### config.mk
export PLATFORM = sky130hd
export DESIGN_NAME = seg_xlat_unit
export DESIGN_NICKNAME = d
export VERILOG_FILES = /design/src/rtl/seg_xlat_pkg.sv /design/src/rtl/seg_cache_rf.sv /design/src/rtl/seg_lin_calc.sv /design/src/rtl/seg_rule_chk.sv /design/src/rtl/seg_xlat_unit.sv
export SDC_FILE = /design/constraint.sdc
export NUM_CORES = 2
export LEC_CHECK = 0
export ABC_AREA = 1
export BUFFER_PORTS_ARGS = -buffer_cell sky130_fd_sc_hd__buf_4
export CORE_MARGIN = 3
export CORE_UTILIZATION = 50
export CTS_CLUSTER_DIAMETER = 40
export DETAILED_ROUTE_END_ITERATION = 16
export PLACE_DENSITY = 0.75
export SLEW_MARGIN = 40
export SYNTH_ARGS = -nofsm -noshare
export SYNTH_HDL_FRONTEND = slang
export SYNTH_SLANG_ARGS = --single-unit
### constraint.sdc
create_clock -name clk -period 6.9 [get_ports clk]
set_input_delay 0.69 -clock clk [delete_from_list [all_inputs] [get_ports clk]]
set_output_delay 0.69 -clock clk [all_outputs]
set_load 0.005 [all_outputs]
### src/rtl/seg_xlat_pkg.sv
package seg_xlat_pkg;
   localparam int SEL_W  = 16;
   localparam int ADR_W  = 64;
   localparam int HALF_W = ADR_W / 2;
   localparam int LIM_W  = 32;
   localparam int TYP_W  = 4;
   localparam int RIX_W  = 3;
   localparam int SEG_FS = 4;
   localparam int SEG_GS = 5;
   localparam int NUM_SEG = 6;

   typedef enum logic [2:0] {
      XS_OK      = 3'd0,
      XS_BOUNDS  = 3'd1,
      XS_BADSEL  = 3'd2,
      XS_ABSENT  = 3'd3,
      XS_NOTCODE = 3'd4
   } xlat_status_e;

   typedef struct packed {
      logic              base_ok;
      logic [SEL_W-1:0]  sel;
      logic [ADR_W-1:0]  base;
      logic [LIM_W-1:0]  limit;
      logic              present;
      logic              sbit;
      logic [TYP_W-1:0]  typ;
      logic              gran;
      logic              lng;
   } seg_ent_t;
endpackage

### src/rtl/seg_cache_rf.sv
module seg_cache_rf
   import seg_xlat_pkg::*;
#(
   parameter int NSEG  = NUM_SEG,
   parameter int IDX_W = RIX_W
) (
   input  logic             clk,
   input  logic             rst_n,
   input  logic             wr_en,
   input  logic [IDX_W-1:0] wr_idx,
   input  seg_ent_t         wr_ent,
   input  logic [IDX_W-1:0] rd_idx,
   output seg_ent_t         rd_ent
);
   localparam int ENT_W = $bits(seg_ent_t);

   seg_ent_t ents [NSEG];

   for (genvar gi = 0; gi < NSEG; gi++) begin : g_ent
      always_ff @(posedge clk or negedge rst_n) begin
         if (!rst_n)
            ents[gi] <= seg_ent_t'({ENT_W{1'b0}});
         else if (wr_en && (wr_idx == IDX_W'(gi)))
            ents[gi] <= wr_ent;
      end
   end

   always_comb begin
      rd_ent = seg_ent_t'({ENT_W{1'b0}});
      for (int k = 0; k < NSEG; k++)
         if (rd_idx == IDX_W'(k)) rd_ent = ents[k];
      if (wr_en && (wr_idx == rd_idx)) rd_ent = wr_ent;
   end
endmodule

### src/rtl/seg_lin_calc.sv
module seg_lin_calc
   import seg_xlat_pkg::*;
#(
   parameter int IDX_W = RIX_W
) (
   input  seg_ent_t         ent,
   input  logic [IDX_W-1:0] idx,
   input  logic [ADR_W-1:0] offset,
   input  logic             rm,
   input  logic             flat_long,
   input  logic             fetch,
   output logic [ADR_W-1:0] lin
);
   logic [HALF_W-1:0] rbase;
   logic              keeps_base;

   assign keeps_base = (idx == IDX_W'(SEG_FS)) || (idx == IDX_W'(SEG_GS));

   always_comb begin
      rbase = ent.base_ok ? ent.base[HALF_W-1:0]
                          : {{(HALF_W-SEL_W-4){1'b0}}, ent.sel, 4'b0000};
      if (rm)
         lin = {{HALF_W{1'b0}}, rbase + {{(HALF_W-16){1'b0}}, offset[15:0]}};
      else if (flat_long)
         lin = (!fetch && keeps_base) ? ent.base + offset : offset;
      else
         lin = {{HALF_W{1'b0}}, ent.base[HALF_W-1:0] + offset[HALF_W-1:0]};
   end
endmodule

### src/rtl/seg_rule_chk.sv
module seg_rule_chk
   import seg_xlat_pkg::*;
(
   input  seg_ent_t         ent,
   input  logic [ADR_W-1:0] offset,
   input  logic             rm,
   input  logic             flat_long,
   input  logic             fetch,
   output xlat_status_e     status
);
   logic [ADR_W-1:0] lim_x;
   logic             is_down;

   assign lim_x   = {{(ADR_W-LIM_W){1'b0}}, ent.limit};
   assign is_down = !ent.typ[3] && ent.typ[2];

   always_comb begin
      status = XS_OK;
      if (rm)
         status = XS_OK;
      else if (!ent.present)
         status = XS_ABSENT;
      else if (fetch) begin
         if (!(ent.sbit && ent.typ[3]))
            status = XS_NOTCODE;
         else if (!flat_long && (offset[LIM_W-1:0] > ent.limit))
            status = XS_BOUNDS;
      end
      else if (!ent.sbit)
         status = XS_BADSEL;
      else if (flat_long)
         status = XS_OK;
      else if (is_down) begin
         if ((!ent.gran && (offset > ADR_W'(64'hFFFF))) || (offset <= lim_x))
            status = XS_BOUNDS;
      end
      else if (offset > lim_x)
         status = XS_BOUNDS;
   end
endmodule

### src/rtl/seg_xlat_unit.sv
module seg_xlat_unit
   import seg_xlat_pkg::*;
#(
   parameter int NSEG  = NUM_SEG,
   parameter int IDX_W = RIX_W
) (
   input  logic               clk,
   input  logic               rst_n,
   input  logic               ld_en,
   input  logic [IDX_W-1:0]   ld_idx,
   input  logic [SEL_W-1:0]   ld_sel,
   input  logic [ADR_W-1:0]   ld_base,
   input  logic [LIM_W-1:0]   ld_limit,
   input  logic               ld_present,
   input  logic               ld_sbit,
   input  logic [TYP_W-1:0]   ld_type,
   input  logic               ld_gran,
   input  logic               ld_long,
   input  logic               ld_base_ok,
   input  logic               mode_real,
   input  logic               mode_v86,
   input  logic               mode_lma,
   input  logic               cs_long,
   input  logic               req_valid,
   input  logic [IDX_W-1:0]   req_idx,
   input  logic               req_fetch,
   input  logic [ADR_W-1:0]   req_offset,
   output logic               rsp_valid,
   output logic [ADR_W-1:0]   rsp_lin,
   output logic [2:0]         rsp_status
);
   if (NSEG < NUM_SEG) begin : g_bad_nseg
      $error("seg_xlat_unit: NSEG must cover all six segment registers");
   end
   if ((1 << IDX_W) < NSEG) begin : g_bad_idx
      $error("seg_xlat_unit: IDX_W too narrow for NSEG");
   end

   seg_ent_t     wr_ent, look;
   logic         rm, flat_long;
   logic [ADR_W-1:0] lin_c;
   xlat_status_e st_c;

   assign wr_ent = '{base_ok: ld_base_ok, sel: ld_sel, base: ld_base,
                     limit: ld_limit, present: ld_present, sbit: ld_sbit,
                     typ: ld_type, gran: ld_gran, lng: ld_long};

   assign rm        = mode_real || mode_v86;
   assign flat_long = mode_lma && (req_fetch ? look.lng : cs_long);

   seg_cache_rf #(.NSEG(NSEG), .IDX_W(IDX_W)) u_rf (
      .clk(clk), .rst_n(rst_n), .wr_en(ld_en), .wr_idx(ld_idx),
      .wr_ent(wr_ent), .rd_idx(req_idx), .rd_ent(look));

   seg_lin_calc #(.IDX_W(IDX_W)) u_lin (
      .ent(look), .idx(req_idx), .offset(req_offset), .rm(rm),
      .flat_long(flat_long), .fetch(req_fetch), .lin(lin_c));

   seg_rule_chk u_chk (
      .ent(look), .offset(req_offset), .rm(rm), .flat_long(flat_long),
      .fetch(req_fetch), .status(st_c));

   always_ff @(posedge clk or negedge rst_n) begin
      if (!rst_n) begin
         rsp_valid  <= 1'b0;
         rsp_lin    <= '0;
         rsp_status <= 3'd0;
      end else begin
         rsp_valid <= req_valid;
         if (req_valid) begin
            rsp_lin    <= lin_c;
            rsp_status <= st_c;
         end
      end
   end


   rsp_pulse_chk: assert property (@(posedge clk) disable iff (!rst_n)
      req_valid |=> rsp_valid);

   rsp_idle_chk: assert property (@(posedge clk) disable iff (!rst_n)
      !req_valid |=> !rsp_valid);

   real_ok_chk: assert property (@(posedge clk) disable iff (!rst_n)
      (req_valid && rm) |=> (rsp_status == 3'd0 && rsp_lin[ADR_W-1:HALF_W] == '0));

   wrap_chk: assert property (@(posedge clk) disable iff (!rst_n)
      (req_valid && !rm && !flat_long) |=> (rsp_lin[ADR_W-1:HALF_W] == '0));

   absent_chk: assert property (@(posedge clk) disable iff (!rst_n)
      (req_valid && !rm && !look.present) |=> (rsp_status == 3'd3));

   fetch_code_chk: assert property (@(posedge clk) disable iff (!rst_n)
      (req_valid && req_fetch && !rm && look.present && !(look.sbit && look.typ[3]))
      |=> (rsp_status == 3'd4));
endmodule

==> metrics <==
Max Transition Viols Final=0; status=complete, no violations; Remaining Overflow, GRT=0; hold slack final=0.3076 ns; share of layout cells above drive strength 1=0.1086; final hold viol count=0; reg-to-reg slack, setup=~2.8 ns; Hold-fix buffers, CTS=1; worst slack at placement=1.379 ns; net count after synthesis=5618; CP Capture Type=register; Avg Cell Area, Syn=just under 8 sq um; DRC Markers=0; Die H=roughly 290 microns; post_cts resized=0; Worst-path clk slew=0.05 ns; ys flop type=dfrtp_1; synthesized area=41530 sq um; antenna-violating nets left=0; IO Pins=268; most frequent cells in the layout=nand2_1, o21ai_0, dfrtp_1; P_leak=between 20 and 25 nW; Cells after Synth=5305; final worst-path cycle share=0.7254; global placement routability congestion=1.008; Antenna Diode Count=0; Post-Place Cells=6389; Pwr Total=14.78 mW; Rows=105; vias in the first global route=36314; Worst Tran Pin Value=0.8989 ns; drt first pass iters=8; Non-Filler Instances=6587; relative max-transition margin=0.3944; Ys Warns=0; CP arrival=5.58 ns; H-tree levels=3; CTS Buffer Depth=3; core area=between 80000 and 90000 sq um; Seq/Total Area, Yosys=0.4712; number of synthesized register bits=782; HP Class=input port to register; initial antenna violation count=3; final net count=about 5700; CTS Sinks=just under 800; initial drt markers=4632; max cap viols=0; vias after detailed routing=approximately 39000; count of final setup violators=0; maximum vdd drop=0.2215 mV; port buffer count=265; setup repair bufs after CTS=0; die area=86550 sq um; CP Max Fanout=52; RSZ-0062 raised after global routing=false; asr flop ratio synth=1.000; worst endpoint required time=between 7 and 8 ns; setup TNS=0 ns; area grow syn2layout=16.12%; GRT Total Usage=0.3176; commonest non-fill, non-tap cell in the layout=nand2_1; Worst Setup Slack, final=between 1.5 and 2 ns; TritonCTS buffer count=a little over 100; Setup crit start kind=input port; Final Routed Wirelength=140200 microns; Synth cell types=55; Initial Utilization=0.5050; HPWL after DPL=93590 microns; TritonCTS clock tree=done; Vias/cell=5.970; largest net degree at the start of global routing=205; global-route wire length before repair=approximately 210000 microns; PwrDens=slightly above 300 nW/um^2; Max Clock Freq=roughly 0.2 GHz; die width=294.2 microns; clock root cell=clkbuf_16; clock latency on the worst-skew pair=0.68 ns; clock skew=0.03530 ns; Avg WL per Cell=21.29 microns; CP Class=input port to register; EDFF count, synth=0; min Tclk post-route=5.005 ns
## synth_stat cells, types with 5 or more instances
cell type	number	area [sq um]
inv_1	336	1261
o21a_1	18	135.1
clkbuf_1	225	844.6
or2_2	19	118.9
o21ai_1	17	85.08
nand2_2	10	62.56
nor2_2	9	56.30
o22ai_1	10	62.56
o21ai_0	960	4805
buf_6	5	56.30
nor3_1	20	100.1
a21oi_1	235	1176
xor2_1	20	175.2
a22oi_1	137	1028
buf_4	17	127.6
buf_2	44	220.2
a221oi_1	34	297.8
xnor2_1	11	96.34
o2111ai_1	10	87.58
dfrtp_1	782	19570
a21boi_0	7	52.55
a21oi_2	7	61.31
buf_1	22	82.58
a21o_1	14	105.1
a31oi_1	16	100.1
o21bai_1	27	202.7
ha_1	111	1389
nand4_1	102	638.1
inv_2	6	22.52
nand3_1	165	825.8
nor4_1	15	93.84
nor2_1	327	1227
nand2_1	1470	5518
o211ai_1	56	420.4
## power by group
part | total (mW) | switching (mW) | leakage (nW) | internal [mW]
Combinational | 3.15 | 2.04 | 11.6 | 1.11
Clock | 5.71 | 2.23 | 1.80 | 3.49
Sequential | 5.91 | 0.486 | 9.86 | 5.43
## kinds of logic (layout without fill, tap and decap cells)
logic type      Yosys count  in the layout  share of synthesized area
simple gates           2156           2156                     0.2132
compound gates         1563           1563                     0.2111
flops                   782            782                     0.4712
buf+inv                 660            872                    0.06357
fa+ha+maj               113            113                    0.03441
xor+xnor                 31             31                   0.006538
## per-stage QoR
stage / area [sq um] / utilization
floorplan: 41530 / -
global route: 48220 / 0.5864
global placement: 44230 / 0.5379
finish: 48220 / 0.5864
detailed placement: 44400 / 0.5399
CTS: 48140 / 0.5853
## cell type report
| class | instances | area [sq um] |
|---|---|---|
| clock buffer | 127 | 2809 |
| fill | 7380 | 34020 |
| inverter | 347 | 1315 |
| clock inverter | 67 | 915.9 |
| sequential | 782 | 19570 |
| tap | 1070 | 1339 |
| multi-input combinational | 3863 | 19430 |
| timing repair buffer | 331 | 2849 |
## layer usage
metal	share of wire	vias to the layer above	wire, microns	GRT usage
met5	0.000086	-	12	0
met1	0.42	18812	58580	0.4574
met4	0.034	2	4710	0.1161
li1	-	18178	-	-
met3	0.11	259	15580	0.06491
met2	0.44	2071	61330	0.4758
## critical path: stages
cell      delay (ns)
buf_4           0.27
inv_4           0.17
nand2_2         0.09
nand2_2         0.08
nor2_8          0.18
nand2_8         0.22
inv_6           0.47
a21oi_1         0.10
a22oi_1         0.53
ha_1            0.40
a21oi_1         0.24
a21boi_0        0.40
nand2_1         0.16
inv_1           0.15
o21ai_0         0.29
a21oi_1         0.42
inv_1           0.10
nand4_1         0.15
nand4_1         0.10
nand2_1         0.12
nand2_1         0.06
nand2_1         0.09
nand2_1         0.05
## worst paths after layout
check	start	to	cells past startpoint
max in group asynchronous	rst_n	u_rf.ents[630]	5
hold reg to reg	u_rf.ents[129]	u_rf.ents[129]	2
setup reg to reg	u_rf.ents[725]	rsp_lin[22]	23
min in group asynchronous	rst_n	rsp_lin[50]	2
hold / removal	req_offset[43]	rsp_lin[43]	3
setup / recovery	req_idx[1]	rsp_lin[48]	23
## sequential cells by signal, summed over array words and instances, names as in the netlist
| name | count |
|---|---|
| u_rf.ents | 714 |
| rsp_valid | 1 |
| rsp_status | 3 |
| rsp_lin | 64 |
Note: power is estimated with default switching activity, not from simulation.
